### src/rtl/isr_pkg.sv
package isr_pkg;
  localparam int PRIO_W = 3;
  localparam int ADDR_W = 2;
  localparam logic [ADDR_W-1:0] A_TARGET = 2'd0;
  localparam logic [ADDR_W-1:0] A_CTRL   = 2'd1;
  localparam logic [ADDR_W-1:0] A_NSMASK = 2'd2;
endpackage

### src/rtl/isr_regs.sv
module isr_regs
  import isr_pkg::*;
#(
  parameter int N = 8
) (
  input  logic              clk,
  input  logic              rst_n,
  input  logic              wr,
  input  logic              sec,
  input  logic [ADDR_W-1:0] addr,
  input  logic [N-1:0]      wdata,
  output logic [N-1:0]      rdata,
  output logic [N-1:0]      target_q,
  output logic              deprio_q,
  output logic              ns_mask_q
);
  // Targets and deprioritise are writable only by secure accesses;
  // the mask is shared by both domains.
  always_ff @(posedge clk or negedge rst_n) begin
    if (!rst_n) begin
      target_q  <= '0;
      deprio_q  <= 1'b0;
      ns_mask_q <= 1'b0;
    end else if (wr) begin
      case (addr)
        A_TARGET: if (sec) target_q <= wdata;
        A_CTRL:   if (sec) deprio_q <= wdata[0];
        A_NSMASK: ns_mask_q <= wdata[0];
        default: ;
      endcase
    end
  end

  always_comb begin
    rdata = '0;
    case (addr)
      A_TARGET: if (sec) rdata = target_q;
      A_CTRL:   if (sec) rdata[0] = deprio_q;
      A_NSMASK: rdata[0] = ns_mask_q;
      default: ;
    endcase
  end
endmodule

### src/rtl/isr_rank.sv
module isr_rank
  import isr_pkg::*;
#(
  parameter int N = 8
) (
  input  logic [N-1:0]        req,
  input  logic [N*PRIO_W-1:0] prio,
  input  logic [N-1:0]        target,
  input  logic                deprio,
  input  logic                ns_mask,
  output logic [N-1:0]        elig,
  output logic [N*PRIO_W-1:0] eff
);
  localparam logic [PRIO_W-1:0] HALF = PRIO_W'(1 << (PRIO_W - 1));

  for (genvar g = 0; g < N; g++) begin : g_line
    logic [PRIO_W-1:0] p;
    assign p = prio[g*PRIO_W +: PRIO_W];
    assign eff[g*PRIO_W +: PRIO_W] = (target[g] && deprio) ? ((p >> 1) + HALF) : p;
    assign elig[g] = req[g] && !(target[g] && ns_mask);
  end
endmodule

### src/rtl/isr_pick.sv
module isr_pick
  import isr_pkg::*;
#(
  parameter int N = 8,
  localparam int IDW = (N > 1) ? $clog2(N) : 1
) (
  input  logic [N-1:0]        elig,
  input  logic [N*PRIO_W-1:0] eff,
  output logic                found,
  output logic [IDW-1:0]      id
);
  logic [PRIO_W-1:0] best;

  // Linear scan; strict compare keeps the lower index on a tie.
  always_comb begin
    found = 1'b0;
    id    = '0;
    best  = '1;
    for (int i = 0; i < N; i++) begin
      if (elig[i] && (!found || eff[i*PRIO_W +: PRIO_W] < best)) begin
        found = 1'b1;
        id    = IDW'(i);
        best  = eff[i*PRIO_W +: PRIO_W];
      end
    end
  end
endmodule

### src/rtl/irq_sec_route.sv
module irq_sec_route
  import isr_pkg::*;
#(
  parameter int N = 8,
  localparam int IDW = (N > 1) ? $clog2(N) : 1
) (
  input  logic                clk,
  input  logic                rst_n,
  input  logic [N-1:0]        irq_req,
  input  logic [N*PRIO_W-1:0] irq_prio,
  input  logic                cur_secure,
  input  logic                reg_wr,
  input  logic                reg_secure,
  input  logic [ADDR_W-1:0]   reg_addr,
  input  logic [N-1:0]        reg_wdata,
  output logic [N-1:0]        reg_rdata,
  output logic                sel_valid,
  output logic [IDW-1:0]      sel_id,
  output logic                sel_nonsec,
  output logic                sel_cross
);
  logic [N-1:0]        target_q;
  logic                deprio_q;
  logic                ns_mask_q;
  logic [N-1:0]        elig;
  logic [N*PRIO_W-1:0] eff;
  logic                found;
  logic [IDW-1:0]      win;

  isr_regs #(.N(N)) u_regs (
    .clk(clk), .rst_n(rst_n), .wr(reg_wr), .sec(reg_secure),
    .addr(reg_addr), .wdata(reg_wdata), .rdata(reg_rdata),
    .target_q(target_q), .deprio_q(deprio_q), .ns_mask_q(ns_mask_q)
  );

  isr_rank #(.N(N)) u_rank (
    .req(irq_req), .prio(irq_prio), .target(target_q),
    .deprio(deprio_q), .ns_mask(ns_mask_q), .elig(elig), .eff(eff)
  );

  isr_pick #(.N(N)) u_pick (
    .elig(elig), .eff(eff), .found(found), .id(win)
  );

  always_ff @(posedge clk or negedge rst_n) begin
    if (!rst_n) begin
      sel_valid  <= 1'b0;
      sel_id     <= '0;
      sel_nonsec <= 1'b0;
      sel_cross  <= 1'b0;
    end else begin
      sel_valid  <= found;
      sel_id     <= win;
      sel_nonsec <= found && target_q[win];
      sel_cross  <= found && (target_q[win] == cur_secure);
    end
  end
endmodule

### config.mk
export PLATFORM = sky130hd
export DESIGN_NAME = irq_sec_route
export DESIGN_NICKNAME = d
export VERILOG_FILES = /design/src/rtl/isr_pkg.sv /design/src/rtl/isr_regs.sv /design/src/rtl/isr_rank.sv /design/src/rtl/isr_pick.sv /design/src/rtl/irq_sec_route.sv
export SDC_FILE = /design/constraint.sdc
export NUM_CORES = 1
export LEC_CHECK = 0
export CAP_MARGIN = 15
export CORE_ASPECT_RATIO = 1.1
export CORE_MARGIN = 2
export CORE_UTILIZATION = 40
export DETAILED_ROUTE_END_ITERATION = 10
export PLACE_DENSITY = 0.69
export SYNTH_ARGS = -nofsm -noshare
export SYNTH_HDL_FRONTEND = slang
export SYNTH_SLANG_ARGS = --single-unit
### constraint.sdc
create_clock -name clk -period 26.2 [get_ports clk]
set_clock_uncertainty 0.2 [all_clocks]
set_input_delay 5.24 -clock clk [delete_from_list [all_inputs] [get_ports clk]]
set_output_delay 5.24 -clock clk [all_outputs]
set_load 0.01 [all_outputs]
==> results.yml <==
global_routing:
  antenna_found_initial: 0
  grt_pass1_wl_mm: 10.0
  grt_pass1_vias: 2186
  track_usage_pct: 21.0
  grt.overflow.total: 0
  grt_max_degree: 23
floorplanning:
  start_util_pct: 41.1
  core_um2: 5330
  chipWidth_um: 74.5
  ios: 61
  fp-row-count: 28
  die_h_um: 81.6
  fp.dieArea_um2: 6080
synthesis:
  yosysWarnings: 0
  synth_cell_type_count: 61
  ys_ff_latch: 16
  synth_cells: 268
  seq_area_frac_synth_pct: 18.3
  synth_nets: 329
  avgSynthCellArea_um2: 8.17
  synth_edf_count: 0
  async_reset_ff_share_pct: 100
  synth_top_cell_area_share_pct: 18.3
  yosysTopAreaCell: "dfrtp_1"
  synth-main-ff-cell: "dfrtp_1"
  synth_area_um2: 2190
  synth_area_leaders: "dfrtp_1 (18%), ha_1 (8.0%), mux2_2 (7.7%), a21oi_1 (4.8%), mux2i_1 (4.1%)"
setup_path:
  critPathArrivalTime_ns: 16.36
  rr_worst_depth: 42
  critPathLaunch: "irq_req[0]"
  ff2ff_setup_slack_ns: 14.63
  reg2reg_from: "u_regs.deprio_q$_DFFE_PN0P_"
  crit_path_max_incr_delay_ns: 0.59
  r2r-end: "sel_cross$_DFF_PN0_"
  cp_common_cell: "ha_1"
  worstPathMaxFanout: 9
  critical_path.endpoint_type: "flop"
  crit_slowest_cell: "o31ai_1"
  crit_path_start_kind: "input port"
  cp_data_required_time_ns: 26.14
  crit_type: "input port to flop"
  endpoint: "sel_cross$_DFF_PN0_"
routing:
  initialDrtViolationCount: 90
  drc: 0
  vias: 2303
  wl_per_cell_um: 14.6
  ant_nets: 0
  vias_per_cell: 5.74
  drt_wl_total_mm: 5.85
  drt_pass1_iterations: 4
sta:
  rsz0062_at_grt: "no"
  slew_headroom_pct: 52.5
  timing.setup.tns_ns: 0
  finalHoldViolations: 0
  slew_viol_final: 0
  worst_pin_slew_ns: 0.711
  setup_violations: 0
  clock.fmax_ghz: 0.0609
  min_period_over_period_pct: 62.7
  post-route-min-period_ns: 16.42
clocking:
  clockBufferDepth: 2
  cts_hold_buf: 0
  cts_setup_buffers: 0
  clock-sinks: 16
  cts_tree: "yes"
  root_buffer: "clkbuf_8"
  h-tree-depth: 1
  cts_buffers: 3
  cts_resized: 0
  clock_latency_ns: 0.25
  cts.clk_slew.worst_paths_ns: 0.06
finish:
  final_nets: 388
  multi_input_area_um2: 1710
  seq_area_um2: 400
  insertedDiodeCount: 0
  drive_gt1_share_pct: 12.0
  area_growth_pct: 32.9
  n_fill_cell: 528
pwr:
  p_sw_share_pct: 44.2
  totalPowerFinal_uw: 209
  ir_drop_mv: 0.0374
  p_leak_nw: 1.21
  internal-power_uw: 117
  power.density_nw_per_um2: 72.0
  power_switching_uw: 92.6
  power.share.sequential_pct: 20.2
  pwr-share-clk_pct: 10.2
  pwr-share-comb_pct: 69.6
min_path:
  holdPathStages: 1
  hold_class: "flop to flop"
run:
  maxCapViolations: 0
place:
  port_buffers: 60
  place.gp.congestion: 0.896
  place_hpwl_mm: 4.82
status:
  outcome: "complete, no violations"
## synthesized netlist by cell type (3+ instances only)
cell type / instances
nand2_1: 23
dfrtp_1: 16
a21o_1: 6
buf_2: 3
o211ai_1: 3
ha_1: 14
nor2_1: 17
nor3_1: 6
a31oi_1: 3
o21a_1: 6
o21ai_0: 15
mux2_4: 4
o21bai_1: 4
mux2_2: 15
a21oi_1: 21
nand2b_1: 10
a21bo_2: 6
a21boi_0: 6
inv_1: 14
and2_1: 10
o22ai_1: 4
a211oi_1: 5
o21ai_1: 3
or2_2: 3
mux2i_1: 9
## layout make-up
type,instances,area share [%]
Timing Repair Buffer,60,20.6
Tap cell,75,3.23
Sequential cell,16,13.8
Inverter,14,1.81
Multi-Input combinational cell,232,58.7
Clock buffer,4,1.89
## worst min-delay path by stage
stage,start,to,slack [ns]
after floorplan,u_regs.target_q[7]$_DFFE_PN0P_,u_regs.target_q[7]$_DFFE_PN0P_,0.33
after global placement,u_regs.target_q[7]$_DFFE_PN0P_,u_regs.target_q[7]$_DFFE_PN0P_,0.38
after CTS,u_regs.target_q[7]$_DFFE_PN0P_,u_regs.target_q[7]$_DFFE_PN0P_,0.40
after global routing,u_regs.target_q[7]$_DFFE_PN0P_,u_regs.target_q[7]$_DFFE_PN0P_,0.44
after detailed placement,u_regs.target_q[7]$_DFFE_PN0P_,u_regs.target_q[7]$_DFFE_PN0P_,0.38
final,u_regs.target_q[7]$_DFFE_PN0P_,u_regs.target_q[7]$_DFFE_PN0P_,0.40
## cell usage in the layout (no fill, tap or decap), drive strengths merged, types with 6 or more instances in the layout
| cell | n |
|---|---|
| ha | 14 |
| a21oi | 21 |
| nor3 | 6 |
| dfrtp | 16 |
| and2 | 10 |
| o21a | 6 |
| inv | 14 |
| o21ai | 18 |
| nand2b | 10 |
| a21o | 6 |
| a21boi | 9 |
| nand2 | 24 |
| a21bo | 6 |
| clkdlybuf4s50 | 60 |
| mux2 | 19 |
| mux2i | 9 |
| nor2 | 17 |
## kinds of logic (layout without fill, tap and decap cells)
| family | after synthesis | after routing | synth area share, % |
|---|---|---|---|
| AO/OA/AOI/OAI | 108 | 108 | 36.6 |
| adder cells (fa/ha/maj) | 14 | 14 | 8.00 |
| buffers and inverters | 20 | 78 | 3.77 |
| flip-flops | 16 | 16 | 18.3 |
| multiplexers | 28 | 28 | 14.6 |
| AND/OR/NAND/NOR | 82 | 82 | 18.7 |
## sequential cells by signal, summed over array words and instances (netlist names)
name / count
sel_cross: 1
sel_id: 3
sel_nonsec: 1
u_regs.deprio_q: 1
u_regs.ns_mask_q: 1
u_regs.target_q: 8
sel_valid: 1
## critical path: cells and delay by family
kind | cells | cell delay, ns
mux | 4 | 1.55
buf+inv | 1 | 0.56
simple gates | 4 | 0.68
fa+ha+maj | 7 | 2.05
compound gates | 27 | 6.25
## power groups by stage
| stage | clock (mW) | sequential [mW] | combinational [mW] |
|---|---|---|---|
| final | 0.0214 | 0.0423 | 0.146 |
| after global routing | 0.0240 | 0.0439 | 0.164 |
| after CTS | 0.0219 | 0.0427 | 0.145 |
| after detailed placement | 0 | 0.0430 | 0.145 |
| after global placement | 0 | 0.0431 | 0.143 |
| after floorplan | 0 | 0.0386 | 0.109 |
## metrics by stage
step | utilization (%) | worst slack (ns) | std cells | area, um2 | hold slack, ns
2_1_floorplan | - | 11.28 | 268 | 2190 | 0.335
3_3_place_gp | 53.6 | 9.76 | 397 | 2850 | 0.377
3_5_place_dp | 53.6 | 9.64 | 397 | 2850 | 0.382
4_1_cts | 54.6 | 9.85 | 401 | 2910 | 0.398
5_1_grt | 54.6 | 8.90 | 401 | 2910 | 0.443
6_report | 54.6 | 9.78 | 401 | 2910 | 0.397
## per-layer routing
metal	global-route usage, %	part of all wire, %
met1	27.0	45
met2	37.3	50
met3	2.94	4.0
met4	3.93	0.94
met5	0	0
No activity file was read; power rests on OpenSTA's default activity.
